<file path="src/rtl/i2cIntPkg.sv">
package i2cIntPkg;
  localparam int STAT_W = 16;
  localparam int IE_W   = 5;
  localparam int EVT_N  = 8;
  localparam int SEL_W  = 3;

  localparam logic [SEL_W-1:0] SEL_REV  = 3'd0;
  localparam logic [SEL_W-1:0] SEL_IE   = 3'd1;
  localparam logic [SEL_W-1:0] SEL_STAT = 3'd2;
  localparam logic [SEL_W-1:0] SEL_VEC  = 3'd3;
  localparam logic [SEL_W-1:0] SEL_DMA  = 3'd4;

  localparam int POS_RRDY   = 3;
  localparam int POS_XRDY   = 4;
  localparam int POS_BUSY   = 12;
  localparam int DMA_RX_BIT = 15;
  localparam int DMA_TX_BIT = 7;
  localparam logic [STAT_W-1:0] DMA_KEEP = (STAT_W'(1) << DMA_RX_BIT) | (STAT_W'(1) << DMA_TX_BIT);

  // status position of each event input
  function automatic int evtPos(input int idx);
    case (idx)
      0: return 1;
      1: return 2;
      2: return 3;
      3: return 4;
      4: return 9;
      5: return 10;
      6: return 11;
      default: return 15;
    endcase
  endfunction

  typedef struct packed {
    logic wrIe;
    logic wrDma;
    logic rdVec;
  } regStrobe_t;
endpackage

</file>
<file path="src/rtl/i2cIntCtrl.sv">
module i2cIntCtrl
  import i2cIntPkg::*;
(
  input  logic [SEL_W-1:0] regSel,
  input  logic             rdEn,
  input  logic             wrEn,
  output regStrobe_t       strobes
);
  always_comb begin
    strobes.wrIe  = wrEn && (regSel == SEL_IE);
    strobes.wrDma = wrEn && (regSel == SEL_DMA);
    strobes.rdVec = rdEn && (regSel == SEL_VEC);
  end
endmodule

</file>
<file path="src/rtl/i2cIntDatapath.sv">
module i2cIntDatapath
  import i2cIntPkg::*;
#(
  parameter logic [STAT_W-1:0] REV_CODE = 16'h0011
)(
  input  logic              clk,
  input  logic              rstN,
  input  regStrobe_t        strobes,
  input  logic [SEL_W-1:0]  regSel,
  input  logic              rdEn,
  input  logic [STAT_W-1:0] wrData,
  input  logic [EVT_N-1:0]  eventPulse,
  input  logic              busBusy,
  output logic [STAT_W-1:0] rdData,
  output logic              irq,
  output logic              dmaRxReq,
  output logic              dmaTxReq
);
  logic [STAT_W-1:0] statusQ;
  logic [IE_W-1:0]   intEnQ;
  logic [STAT_W-1:0] dmaCtrlQ;
  logic [STAT_W-1:0] setMask;
  logic [STAT_W-1:0] hitOneHot;
  logic [STAT_W-1:0] clearMask;
  logic [STAT_W-1:0] vecCode;
  logic [IE_W-1:0]   pending;
  logic [STAT_W-1:0] statusView;

  always_comb begin
    setMask = '0;
    for (int i = 0; i < EVT_N; i++) setMask[evtPos(i)] = eventPulse[i];
  end

  assign pending = statusQ[IE_W-1:0] & intEnQ;

  // lowest pending position wins: scan from the top down
  always_comb begin
    vecCode   = '0;
    hitOneHot = '0;
    for (int i = IE_W - 1; i >= 0; i--) begin
      if (pending[i]) begin
        vecCode   = STAT_W'(i + 1);
        hitOneHot = STAT_W'(1) << i;
      end
    end
  end

  assign clearMask = strobes.rdVec ? hitOneHot : '0;

  always_ff @(posedge clk or negedge rstN) begin
    if (!rstN) begin
      statusQ  <= '0;
      intEnQ   <= '0;
      dmaCtrlQ <= '0;
    end else begin
      statusQ <= (statusQ & ~clearMask) | setMask;
      if (strobes.wrIe) begin
        intEnQ <= wrData[IE_W-1:0];
      end else if (strobes.wrDma) begin
        intEnQ[POS_RRDY] <= intEnQ[POS_RRDY] & ~wrData[DMA_RX_BIT];
        intEnQ[POS_XRDY] <= intEnQ[POS_XRDY] & ~wrData[DMA_TX_BIT];
      end
      if (strobes.wrDma) dmaCtrlQ <= wrData & DMA_KEEP;
    end
  end

  always_comb begin
    statusView           = statusQ;
    statusView[POS_BUSY] = busBusy;
  end

  always_comb begin
    rdData = '0;
    if (rdEn) begin
      case (regSel)
        SEL_REV:  rdData = REV_CODE;
        SEL_IE:   rdData = STAT_W'(intEnQ);
        SEL_STAT: rdData = statusView;
        SEL_VEC:  rdData = vecCode;
        SEL_DMA:  rdData = dmaCtrlQ;
        default:  rdData = '0;
      endcase
    end
  end

  assign irq      = |pending;
  assign dmaRxReq = dmaCtrlQ[DMA_RX_BIT] & statusQ[POS_RRDY];
  assign dmaTxReq = dmaCtrlQ[DMA_TX_BIT] & statusQ[POS_XRDY];
endmodule

</file>
<file path="src/rtl/i2cIntUnit.sv">
module i2cIntUnit
  import i2cIntPkg::*;
#(
  parameter logic [15:0] REV_CODE = 16'h0011
)(
  input  logic        clk,
  input  logic        rstN,
  input  logic [2:0]  regSel,
  input  logic        rdEn,
  input  logic        wrEn,
  input  logic [15:0] wrData,
  output logic [15:0] rdData,
  input  logic [7:0]  eventPulse,
  input  logic        busBusy,
  output logic        irq,
  output logic        dmaRxReq,
  output logic        dmaTxReq
);
  regStrobe_t strobes;

  i2cIntCtrl u_ctrl (
    .regSel (regSel),
    .rdEn   (rdEn),
    .wrEn   (wrEn),
    .strobes(strobes)
  );

  i2cIntDatapath #(.REV_CODE(REV_CODE)) u_dp (
    .clk       (clk),
    .rstN      (rstN),
    .strobes   (strobes),
    .regSel    (regSel),
    .rdEn      (rdEn),
    .wrData    (wrData),
    .eventPulse(eventPulse),
    .busBusy   (busBusy),
    .rdData    (rdData),
    .irq       (irq),
    .dmaRxReq  (dmaRxReq),
    .dmaTxReq  (dmaTxReq)
  );
endmodule

</file>
<file path="config.mk">
export PLATFORM = sky130hd
export DESIGN_NAME = i2cIntUnit
export DESIGN_NICKNAME = d
export VERILOG_FILES = /design/src/rtl/i2cIntPkg.sv /design/src/rtl/i2cIntCtrl.sv /design/src/rtl/i2cIntDatapath.sv /design/src/rtl/i2cIntUnit.sv
export SDC_FILE = /design/constraint.sdc
export NUM_CORES = 1
export LEC_CHECK = 0
export BUFFER_PORTS_ARGS = -buffer_cell sky130_fd_sc_hd__buf_2
export CORE_UTILIZATION = 40
export CTS_CLUSTER_SIZE = 16
export DETAILED_ROUTE_END_ITERATION = 10
export GPL_TIMING_DRIVEN = 0
export PLACE_DENSITY = 0.75
export SYNTH_ARGS = -nofsm -noshare
export SYNTH_HDL_FRONTEND = slang
export SYNTH_SLANG_ARGS = --single-unit
</file>
<file path="constraint.sdc">
create_clock -name clk -period 1.95 [get_ports clk]
set_clock_uncertainty 0.2 [all_clocks]
set_input_delay 0.585 -clock clk [delete_from_list [all_inputs] [get_ports clk]]
set_output_delay 0.585 -clock clk [all_outputs]
set_load 0.005 [all_outputs]
</file>
### Word-level counts from Yosys, hierarchy flattened

Cells that the tools add are included.

* word-level logic and storage cells: 39
* output and inout bits: 19
* bits of input ports: 32
* register bits after elaboration: 23

* equal/unequal tests: 4
* reduce and logical (&&, ||, !) cells: 6
* multiplexer cells: 15
* bitwise gates (word level): 10

Operators with widths (count)
* two-way mux 16 bit: 10
* case mux 16 bit (5 select lines): 1
* bitwise AND 16 bit: 1
* inverter 16 bit: 1
* bitwise OR 16 bit: 1
* equality test 3 x 2 -> 1 bit, second input constant: 2
* bitwise AND 5 bit: 1
* two-way mux 5 bit: 1
* OR reduction 5 bit: 1
* bitwise AND 1 bit: 4
* two-way mux 2 bit: 2
* equality test 3 x 1 -> 1 bit, second input constant: 1
* equality test 3 bit, second input constant: 1
* logical AND 1 bit: 3
* logical NOT 3 bit: 1
* two-way mux 3 bit: 1
* inverter 1 bit: 2
* nonzero test 2 bit: 1

### Logic depth before layout (Yosys ltp)

Gate-level depths: netlist of the first run.

* depth in word-level cells: 10
* mapped depth: 6
* mapped depth without buffers: 4

### Cells and area by module

From an unflattened synthesis of the first run, not the netlist that was laid out.

* cells, all modules: 104
* area total of the unflattened synthesis: 949.7 um^2

By module, submodules not included
* i2cIntDatapath: instances 1, cells an instance 101, sequential area each 400.4 um^2, area an instance 913.4 um^2
* i2cIntCtrl: instances 1, cells an instance 3, sequential area each 0.0 um^2, area an instance 36.3 um^2

### Least setup slack after synthesis of the first run

No wires, ideal clock.

* path kind: input-to-output
* start: input port regSel[2]
* end: output port rdData[1]
* data arrival time: 1.337 ns
* stages on the path: 5
* path buffers: 1
* data required time: 1.165 ns
* setup slack: -0.172 ns
* cells stage by stage: buf_4 -> and3b_1 -> nand2_1 -> o22a_1 -> nor2_1

* longest elaborated chain between the ends: 3
* elaborated cells on any way between the ends: 7
* those cells by class: eq/ne: 4; mux: 2; reduce/logical: 1

RTL lines
* from (decl): line i2cIntUnit.sv:8 `input logic [2:0] regSel,`
* equality test 3 bit (tied with other cells): line i2cIntDatapath.sv:75 `case (regSel)`
* case mux 16 bit (5 select lines) *: line i2cIntDatapath.sv:75
* two-way mux 16 bit *: line i2cIntDatapath.sv:74 `if (rdEn) begin`
* to (decl): line i2cIntUnit.sv:12 `output logic [15:0] rdData,`

Mark *: on every way between the ends. The rest lies on a longest branch, timed or not.

### Final worst setup path of the first run

* start: register u_dp.intEnQ[2]
* end: output port irq

* longest elaborated chain between the ends: 2

RTL lines
* from (decl): line i2cIntDatapath.sv:20 `logic [IE_W-1:0] intEnQ;`
* from (signal assigned): line i2cIntDatapath.sv:58 `intEnQ <= wrData[IE_W-1:0];`
* from (signal, indexed assignment): line i2cIntDatapath.sv:60 `intEnQ[POS_RRDY] <= intEnQ[POS_RRDY] & ~wrData[DMA_RX_BIT];`
* from (signal, indexed assignment): line i2cIntDatapath.sv:61 `intEnQ[POS_XRDY] <= intEnQ[POS_XRDY] & ~wrData[DMA_TX_BIT];`
* bitwise AND 5 bit: line i2cIntDatapath.sv:34 `assign pending = statusQ[IE_W-1:0] & intEnQ;`
* OR reduction 5 bit: line i2cIntDatapath.sv:86 `assign irq = |pending;`
* to (decl): line i2cIntUnit.sv:15 `output logic irq,`

Every way passes these cells.

==> summary.md, run 1 <==
| Metric | Value |
|---|---|
| Final Max Tran Viols | 0 |
| Synth top cells by count | dfrtp_1 (16), nand2_1 (15), o21ai_0 (8) |
| Yosys cell types | 35 |
| WL final | 2700 um |
| TritonRoute pass-1 iters | 4 |
| Pleak | 0.000726 uW |
| Via Count | 988 |
| Routed WL per cell | 13.9 um |
| RePlAce Congestion | 0.927 |
| Cell area after synthesis | 983 sq um |
| GRT overflow | 0 |
| Avg Inst Size Synth | 9.19 sq um |
| Post-layout min period | 2.25 ns |
| Final setup vio count | 11 |
| Die footprint | 2660 sq um |
| Fmax | 0.444 GHz |
| DRC viols | 0 |
| Failing checks | hold timing, setup timing |
| Antenna viol nets, final | 0 |
| Fin nets | 199 |
| Core area | 2250 sq um |
| Clock latency at the later pin of the worst-skew pair | 0.29 ns |
| CP required | 1.16 ns |
| Ports | 51 |
| Synth Area in Simple Gates | 28.8% |
| Share of cells above drive strength 1 | 54.2% |
| Adder-Cell Fraction of Synth Area | 0% |
| RSZ-0062 raised after global routing | true |
| Synthesized instance count | 107 |
| P&R area growth vs syn | 54.1% |
| Status | complete, but fails checks |
| EDFF count, synth | 0 |
| Vias in the first global route | 1,004 |
| Clock Sinks | 16 |
| Compound-cell area share of the yosys netlist | 17.4% |
| Worst hold path type | input pin to asynchronous set/reset pin |
| Synth top area share | 40.7% |
| Dominant cell type by area after synthesis | dfrtp_1 |
| Peak VDD IR | 0.600 mV |
| Largest family of logic cells by synthesized area | simple AND/OR/NAND/NOR gates |
| Clk root buf | clkbuf_4 |
| Mux share of post-synthesis cell area | 4.58% |
| Number of synthesized register bits | 16 |
| First-pass GRT wire length | 4220 um |
| Max cap viols | 0 |
| Num CTS Buffers | 3 |
| Yosys warns | 0 |
| Primary FF master, synth | dfrtp_1 |
| Post-DP HPWL | 1700 um |
| Critical path startpoint category | flop |
| Finished Core Util | 67.2% |
| GRT Total Usage | 21.0% |
| Die X | 51.6 um |
| CP Max Fanout | 4 |
| Detailed router's first-iteration violation count | 23 |
| Starting Density | 43.6% |
| Post-Synth XOR/XNOR Area | 0% |
| Vias/cell | 5.09 |
| Top-count cell post-synth | dfrtp_1 |
| Sequential-to-total area share from yosys stat | 40.7% |
| Initial antenna violation count | 0 |
| H-tree depth | 1 |
| CP Class | flop to output pin |
| CTS tree | yes |
| Pwr/cell area | 632 nW/um^2 |
| CTS Buffer Depth | 2 |
| CP Capture Type | output pin |
| # rows | 17 |
| Fin Hold WS | -0.00889 ns |
| ANT cells | 0 |
| Reg clk slew, reported paths | 0.10 ns |
| Port bufs | 34 |
| Worst setup margin | -0.304 ns |
| Period utilization | 116% |
| WP data arrival | 1.47 ns |
| Async SR Flop Fraction | 100% |
| Hold Vio Cnt, Final | 12 |
| Largest net degree at the start of global routing | 17 |
| Die height | 51.6 um |
| Design Area, Final | 1520 sq um |
| Top post-synthesis cells by area | dfrtp_1 (41%), nand2_1 (5.7%), buf_4 (4.6%) |
| Placed inst area | 1230 sq um |
==> per-stage QoR <==
step                setup slack [ns]  cells  setup TNS (ns)  power, uW
floorplan                     -0.139    111          -0.240        558
global placement              -0.332    173           -1.92        632
detailed placement            -0.337    173           -2.00        640
CTS                           -0.261    187           -1.59        916
global route                  -0.364    194           -2.45       1010
finish                        -0.304    194           -1.82        958
==> logic make-up after synthesis <==
group	count (synthesis)
muxes	3
buffers and inverters	13
AOI/OAI and AO/OA	26
DFF	16
other	1
and+or+nand+nor	48
==> final timing paths <==
path                                   from               end  slack, ns  cells past startpoint
hold reg to reg            u_dp.statusQ[10]  u_dp.statusQ[10]       0.27                      1
hold / removal                         rstN    u_dp.intEnQ[0]     -0.009                      1
setup / recovery             u_dp.intEnQ[2]               irq      -0.30                      4
setup reg to reg             u_dp.intEnQ[2]   u_dp.statusQ[4]       0.43                      4
max in group asynchronous              rstN    u_dp.intEnQ[1]       1.27                      1
min in group clk              eventPulse[0]   u_dp.statusQ[1]       0.26                      2
==> routing by layer <==
| layer | track usage (%) | wire, um |
|---|---|---|
| met3 | 7.02 | 167 |
| met5 | 0 | 0 |
| met1 | 23.5 | 1070 |
| met2 | 38.3 | 1460 |
| met4 | 4.50 | 10 |
==> critical path: stages (launching register included) <==
cell and delay (ns):
dfrtp_2 0.43, a22oi_2 0.28, a21boi_2 0.24, nand3_1 0.10, buf_2 0.14
==> registers in the layout, summed over array words and instances, names as in the netlist <==
signal and count:
u_dp.intEnQ 5, u_dp.statusQ 9, u_dp.dmaCtrlQ 2
==> layout by cell type (no fill, tap or decap), types with 2 or more instances in the layout <==
cell	netlist	layout
nand2_1	15	15
clkbuf_4	0	4
mux2_4	3	3
conb_1	1	5
buf_12	0	2
inv_1	3	3
a21o_1	3	3
dfrtp_2	0	2
o21ai_0	8	7
dfrtp_1	16	14
buf_4	6	20
buf_2	0	32
buf_6	1	3
or2_2	4	4
and2_1	6	6
o22a_1	2	2
a22oi_2	1	4
nor2_1	4	3
a21oi_1	4	4
nand3_1	6	6
==> what timing repair did <==
item                                    CTS  global route
hold buffers                              0             0
endpoints found under the setup margin   12            12
resized for setup                        19            10
pin swaps                                11             8
setup buffers                            10             7
==> area by class of cell <==
type | count | area, sq um
inverters | 5 | 31.3
fillers | 188 | 739
well taps | 28 | 35.0
multi-input cells | 82 | 593
flip-flops and latches | 16 | 403
clock buffers | 4 | 36.3
plain buffers | 8 | 93.8
repair buffers | 51 | 323
==> power breakdown <==
group | switching [uW] | total (uW) | internal [uW]
Combinational | 142 | 322 | 180
Sequential | 38.5 | 409 | 370
Clock | 113 | 227 | 114
Power figures use the tool's default switching activity.
==> run 2, diff against run 1 <==
--- a/config.mk
+++ b/config.mk
@@ -6,11 +6,11 @@
 export NUM_CORES = 1
 export LEC_CHECK = 0
 export BUFFER_PORTS_ARGS = -buffer_cell sky130_fd_sc_hd__buf_2
-export CORE_UTILIZATION = 40
+export CORE_UTILIZATION = 44
 export CTS_CLUSTER_SIZE = 16
 export DETAILED_ROUTE_END_ITERATION = 10
 export GPL_TIMING_DRIVEN = 0
-export PLACE_DENSITY = 0.75
+export PLACE_DENSITY = 0.78
 export SYNTH_ARGS = -nofsm -noshare
 export SYNTH_HDL_FRONTEND = slang
 export SYNTH_SLANG_ARGS = --single-unit
==> constraint.sdc (replaced) <==
create_clock -name clk -period 2.3 [get_ports clk]
set_clock_uncertainty 0.2 [all_clocks]
set_input_delay 0.69 -clock clk [delete_from_list [all_inputs] [get_ports clk]]
set_output_delay 0.69 -clock clk [all_outputs]
set_load 0.005 [all_outputs]
==> run 2 against run 1 <==
  * The run ends with setup timing left
  * Setup slack improved by 0.16 ns
  * Via count increased by 3.1%
  * Critical path type is now input pin to output pin
  * Cell area increased by 0.58%
  * Sequential share of layout area decreased by 0.15 points
  * Clock power decreased by 13%
  * Routed wire length increased by 5.6%
  * Non-clock buffer count increased by 6
  * Flip-flop and latch count unchanged
  * Critical endpoint is now rdData[2]
  * Core utilization increased by 8.2 points
  * Largest cell class unchanged
  * Combinational power decreased by 11%
==> summary.md, run 2 (synthesis gave the netlist of run 1 again) <==
| Metric | Value |
|---|---|
| Status | complete, but fails checks |
| Failing checks | setup timing |
| P&R area growth vs syn | 55.0% |
| Vias in the first global route | 1,064 (+6.0%) |
| CP Class | input pin to output pin |
| Share of cells above drive strength 1 | 55.8% (+1.6 points) |
| Commonest cells after routing, fill and taps aside | buf_2 (32), buf_4 (27), nand2_1 (14), dfrtp_1 (14) |
| Footprint of the multi-input gates | 577 sq um (-2.7%) |
| Clock latency at the later pin of the worst-skew pair | 0.30 ns (about the same) |
| GRT overflow | 0 (unchanged) |
| Port bufs | 34 (unchanged) |
| Starting Density | 48.6% (+5.0 points) |
| Max cap viols | 0 (unchanged) |
| CP startpoint | regSel[1] |
| Clock power frac | 23.8% (about the same) |
| RSZ-0062 raised after global routing | true |
| # rows | 16 (-1) |
| Post-layout min period | 2.44 ns |
| Die footprint | 2430 sq um (-8.8%) |
| Worst setup margin | -0.140 ns (+0.164 ns) |
| Register area | 403 sq um (unchanged) |
| Sw Share | 31.1% (+0.51 points) |
| Peak VDD IR | 0.384 mV (-36%) |
| CTS Buffer Depth | 2 (unchanged) |
| Fin nets | 205 (+3.0%) |
| TritonRoute pass-1 iters | 4 (unchanged) |
| Die X | 49.3 um (-4.5%) |
| P_int | 572 uW (-14%) |
| R2r worst-path depth | 13 (+9) |
| RR Endpoint | u_dp.statusQ[2] |
| RePlAce Congestion | 0.929 (+0.22%) |
| Critical path startpoint category | input pin |
| Top reg by flops | u_dp.statusQ |
| FF-to-FF Start | u_dp.intEnQ[0] |
| Flop2flop setup slack | 0.03 ns (-0.40 ns) |
| Pwr/cell area | 545 nW/um^2 (-14%) |
| H-tree depth | 1 (unchanged) |
| P_sw | 259 uW (-12%) |
| Detailed router's first-iteration violation count | 24 (+4.3%) |
| Core area | 2020 sq um (-10%) |
| Logic pwr share | 34.5% (+0.9 points) |
| Hold Vio Cnt, Final | 0 (-12) |
| Clock Sinks | 16 (unchanged) |
| # fillers | 141 (-25%) |
| CTS tree | yes |
| Pleak | 0.000743 uW (+2.4%) |
| Final Max Tran Viols | 0 (unchanged) |
| Vias/cell | 5.12 (+0.55%) |
| Critical Path End | rdData[2] |
| Via Count | 1,019 (+3.1%) |
| ANT cells | 0 (unchanged) |
| First-pass GRT wire length | 4770 um (+13%) |
| Final setup vio count | 10 (-1) |
| DRC viols | 0 (unchanged) |
| Routed WL per cell | 14.3 um (+2.9%) |
| Clk root buf | clkbuf_4 |
| Ports | 51 (unchanged) |
| CP required | 1.41 ns (+0.25 ns) |
| Commonest non-fill, non-tap cell in the layout | buf_2 |
| WL final | 2850 um (+5.6%) |
| Fmax | 0.410 GHz |
| Inst Count DP | 172 (-0.58%) |
| Max reg flops | 9 (unchanged) |
| Largest net degree at the start of global routing | 17 (unchanged) |
| Post-DP HPWL | 1710 um (+0.48%) |
| Die height | 49.3 um (-4.5%) |
| Worst hold path type | input pin to asynchronous set/reset pin |
| GRT Total Usage | 26.6% (+5.5 points) |
| Sequential share of power | 41.8% (-0.9 points) |
| Cell Count, Final, Fillers Out | 199 (+2.6%) |
| Biggest regs | u_dp.statusQ (9), u_dp.intEnQ (5), u_dp.dmaCtrlQ (2) |
| Antenna viol nets, final | 0 (unchanged) |
| Reg clk slew, reported paths | 0.10 ns (about the same) |
| WP data arrival | 1.55 ns (+0.08 ns) |
| CP Max Fanout | 8 (+4) |
| Initial antenna violation count | 0 (unchanged) |
| CP Capture Type | output pin |
| Fin Hold WS | 0.0832 ns (+0.0921 ns) |
| Period utilization | 106% |
| Num CTS Buffers | 3 (unchanged) |
[run 2: worst max-delay path, cell delays in order]
cell     delay (ns)
buf_8          0.12
and2b_2        0.26
a22oi_2        0.06
o22a_1         0.19
nor2_1         0.10
buf_2          0.14
[run 2: worst min-delay path by stage]
stage	from	endpoint	cells after the start
after floorplan	rstN	u_dp.dmaCtrlQ[15]	0
after global placement	u_dp.statusQ[11]	u_dp.statusQ[11]	1
after detailed placement	u_dp.statusQ[11]	u_dp.statusQ[11]	1
after CTS	rstN	u_dp.intEnQ[0]	1
after global routing	rstN	u_dp.statusQ[0]	1
final	rstN	u_dp.intEnQ[0]	1
[run 2: per-stage QoR]
| stage | util, % | instance area (sq um) | power [uW] | TNS, ns | worst slack (ns) |
|---|---|---|---|---|---|
| global route | 75.4 | 1520 | 875 | -1.07 | -0.186 |
| finish | 75.4 | 1520 | 830 | -0.526 | -0.140 |
| CTS | 72.3 | 1460 | 797 | -0.237 | -0.0991 |
| global placement | 60.3 | 1220 | 534 | -1.06 | -0.181 |
| detailed placement | 60.3 | 1220 | 541 | -1.13 | -0.213 |
| floorplan | - | 1010 | 471 | 0 | 0.000438 |
[run 2: timing repair]
| item | in CTS | in global routing |
|---|---|---|
| setup buffers | 19 | 5 |
| pin swaps | 6 | 7 |
| gates cloned | 0 | 0 |
| setup endpoints to repair | 10 | 11 |
| hold buffers | 0 | 0 |
| resized for setup | 21 | 8 |
[run 2: power by group through the flow]
| stage | clock network (uW) | registers, uW | logic [uW] |
|---|---|---|---|
| 2_1_floorplan | 0 | 343 | 129 |
| 3_3_place_gp | 0 | 351 | 183 |
| 3_5_place_dp | 0 | 353 | 188 |
| 4_1_cts | 199 | 348 | 250 |
| 5_1_grt | 213 | 350 | 312 |
| 6_report | 197 | 347 | 286 |
[run 2: metal layers]
layer | vias up | GRT usage (%) | routed length [um]
li1 | 492 | - | -
met1 | 478 | 30.1 | 1180
met2 | 40 | 44.5 | 1460
met3 | 9 | 5.92 | 122
met4 | 0 | 17.2 | 93
met5 | - | 0 | 0
[run 2: final cells by class]
type / count / share of cell area [%]
multi-input cells: 82 / 37.8
flip-flops and latches: 16 / 26.4
repair buffers: 57 / 23.6
plain buffers: 8 / 5.83
clock buffers: 4 / 2.38
well taps: 27 / 2.22
inverters: 5 / 1.72
==> run 3, diff against run 2 <==
--- a/config.mk
+++ b/config.mk
@@ -6,11 +6,12 @@
 export NUM_CORES = 1
 export LEC_CHECK = 0
 export BUFFER_PORTS_ARGS = -buffer_cell sky130_fd_sc_hd__buf_2
-export CORE_UTILIZATION = 44
+export CORE_UTILIZATION = 45
 export CTS_CLUSTER_SIZE = 16
 export DETAILED_ROUTE_END_ITERATION = 10
 export GPL_TIMING_DRIVEN = 0
-export PLACE_DENSITY = 0.78
+export PLACE_DENSITY = 0.8
+export SKIP_CTS_REPAIR_TIMING = 1
 export SYNTH_ARGS = -nofsm -noshare
 export SYNTH_HDL_FRONTEND = slang
 export SYNTH_SLANG_ARGS = --single-unit
==> constraint.sdc (replaced) <==
create_clock -name clk -period 3 [get_ports clk]
set_clock_uncertainty 0.2 [all_clocks]
set_input_delay 0.9 -clock clk [delete_from_list [all_inputs] [get_ports clk]]
set_output_delay 0.9 -clock clk [all_outputs]
set_load 0.005 [all_outputs]
==> run 3 against run 2 <==
  * The flow now finishes without violations
  * Critical path depth unchanged
  * Final cell count down 12%
  * Global-route usage shrank 5.9 points
  * Cell area fell by 18%
  * Hold slack better by 0.18 ns
  * Sequential power decreased by 23%
  * Sequential share of layout area rose by 5.7 points
  * Register-to-register slack improved by 1.4 ns
  * Largest cell class unchanged
  * Highest routed layer unchanged
==> summary.md, run 3 (synthesis gave the netlist of run 1 again) <==
| Metric | Value |
|---|---|
| Status | completed |
| Pwr/cell area | 445 nW/um^2 (-18%) |
| RePlAce Congestion | 0.859 (-7.6%) |
| Hold_sp | u_dp.statusQ[9] |
| Vias/cell | 5.18 (+1.2%) |
| CTS Buffer Depth | 2 (unchanged) |
| Crit-path leading delay family | simple AND/OR/NAND/NOR gates |
| Die height | 48.8 um (-1.1%) |
| P&R area growth vs syn | 26.8% |
| Biggest regs | u_dp.statusQ (9), u_dp.intEnQ (5), u_dp.dmaCtrlQ (2) |
| CP max stage delay | 0.24 ns (-0.02 ns) |
| Footprint of the multi-input gates | 527 sq um (-8.7%) |
| ANT cells | 0 (unchanged) |
| Worst path bufs/invs | 2 (unchanged) |
| Worst Hold Path EP | u_dp.statusQ[9] |
| Top reg by flops | u_dp.statusQ |
| Critical path startpoint category | input pin |
| Hold path depth | 1 |
| H-tree depth | 1 (unchanged) |
| # rows | 16 (unchanged) |
| Final Max Tran Viols | 0 (unchanged) |
| WP data arrival | 1.82 ns (+0.27 ns) |
| Max cap viols | 0 (unchanged) |
| Via Count | 912 (-11%) |
| Placed inst area | 1200 sq um (-1.3%) |
| Cell Count, Final, Fillers Out | 176 (-12%) |
| R2r worst-path depth | 4 (-9) |
| Die footprint | 2380 sq um (-2.1%) |
| Clock latency at the later pin of the worst-skew pair | 0.30 ns (about the same) |
| Starting Density | 49.1% (+0.49 points) |
| Die X | 48.8 um (-1.1%) |
| Share of cells above drive strength 1 | 41.6% (-14 points) |
| CP Class | input pin to output pin |
| Routed WL per cell | 12.4 um (-14%) |
| CP Cell Sequence | buf_2 -> and3b_2 -> nand2_1 -> o22a_1 -> nor2_1 -> buf_2 |
| Inst Count DP | 172 (unchanged) |
| Hold Vio Cnt, Final | 0 (unchanged) |
| CP required | 1.90 ns (+0.49 ns) |
| Post-DP HPWL | 1680 um (-1.6%) |
| DRC viols | 0 (unchanged) |
| WL final | 2180 um (-24%) |
| GRT Total Usage | 20.7% (-5.9 points) |
| GRT overflow | 0 (unchanged) |
| Pleak | 0.000610 uW (-18%) |
| CP Capture Type | output pin |
| TritonRoute pass-1 iters | 4 (unchanged) |
| Peak VDD IR | 0.365 mV (-5.0%) |
| Worst setup margin | 0.0753 ns (+0.215 ns) |
| Core area | 2000 sq um (-0.99%) |
| Antenna viol nets, final | 0 (unchanged) |
| CP Max Fanout | 9 (+1) |
| Max reg flops | 9 (unchanged) |
| Final setup vio count | 0 (-10) |
| Vias in the first global route | 838 (-21%) |
| CTS tree | yes |
| Largest net degree at the start of global routing | 17 (unchanged) |
| Worst hold path type | flop to flop |
| RR Endpoint | u_dp.statusQ[4] |
| Reg clk slew, reported paths | 0.09 ns (about the same) |
| Fmax | 0.342 GHz |
| Port bufs | 34 (unchanged) |
| Initial antenna violation count | 0 (unchanged) |
| Post-layout min period | 2.92 ns |
| First-pass GRT wire length | 3680 um (-23%) |
| Clk root buf | clkbuf_4 |
| Num CTS Buffers | 3 (unchanged) |
| FF-to-FF Start | u_dp.statusQ[2] |
| CP max stage cell | and3b_2 |
| Flop2flop setup slack | 1.41 ns (+1.38 ns) |
| Detailed router's first-iteration violation count | 13 (-46%) |
| Clock Sinks | 16 (unchanged) |
| Fin nets | 182 (-11%) |
| Register area | 400 sq um (-0.62%) |
| Design Area, Final | 1250 sq um (-18%) |
| Post-Place Setup Slack | 0.0701 ns (+0.283 ns) |
| Commonest non-fill, non-tap cell in the layout | buf_2 |
| Ports | 51 (unchanged) |
| Period utilization | 97.5% |
| Most frequent CP cell | buf_2 |
| # fillers | 176 (+25%) |
| Commonest cells after routing, fill and taps aside | buf_2 (35), dfrtp_1 (16), nand2_1 (15) |
[run 3: changes by cell type in the layout (fill, tap and decap cells not counted), moves of 3 or more]
| cell | before | now |
|---|---|---|
| a22oi_2 | 4 | 1 |
| buf_4 | 27 | 6 |
| a22oi_1 | 0 | 3 |
| buf_2 | 32 | 35 |
[run 3: stage by stage]
stage / hold slack (ns) / setup TNS (ns) / total power (uW) / utilization [%]
2_1_floorplan: 0.230 / 0 / 359 / -
3_3_place_gp: 0.244 / 0 / 409 / 60.1
3_5_place_dp: 0.247 / 0 / 412 / 60.1
4_1_cts: 0.277 / 0 / 557 / 61.9
5_1_grt: 0.315 / -0.00256 / 591 / 62.3
6_report: 0.268 / 0 / 555 / 62.3
[run 3: area by class of cell]
cell class | count | area share, %
repair buffers | 34 | 13.6
inverters | 5 | 1.50
well taps | 27 | 2.71
flip-flops and latches | 16 | 32.1
plain buffers | 8 | 4.91
clock buffers | 4 | 2.91
multi-input cells | 82 | 42.2
[run 3: how the worst max path moves through the flow]
| stage | start | endpoint | cells past startpoint |
|---|---|---|---|
| 2_1_floorplan | regSel[2] | rdData[1] | 5 |
| 4_1_cts | regSel[0] | rdData[1] | 6 |
| 6_report | regSel[0] | rdData[1] | 6 |
| 3_5_place_dp | regSel[0] | rdData[1] | 6 |
| 5_1_grt | regSel[0] | rdData[1] | 6 |
| 3_3_place_gp | regSel[0] | rdData[1] | 6 |
[run 3: metal layers]
metal | up-vias | wire, um | track usage, % | part of all wire, %
li1 | 445 | - | - | -
met4 | 0 | 36 | 9.31 | 1.7
met5 | - | 0 | 0 | 0
met2 | 46 | 1010 | 32.6 | 46
met3 | 5 | 156 | 4.40 | 7.2
met1 | 416 | 977 | 27.0 | 45
[run 3: where the power goes]
group          internal [uW]  switching [uW]  total, uW
clock                   74.1            71.4        146
sequential               239            27.1        266
combinational           75.2            67.6        143
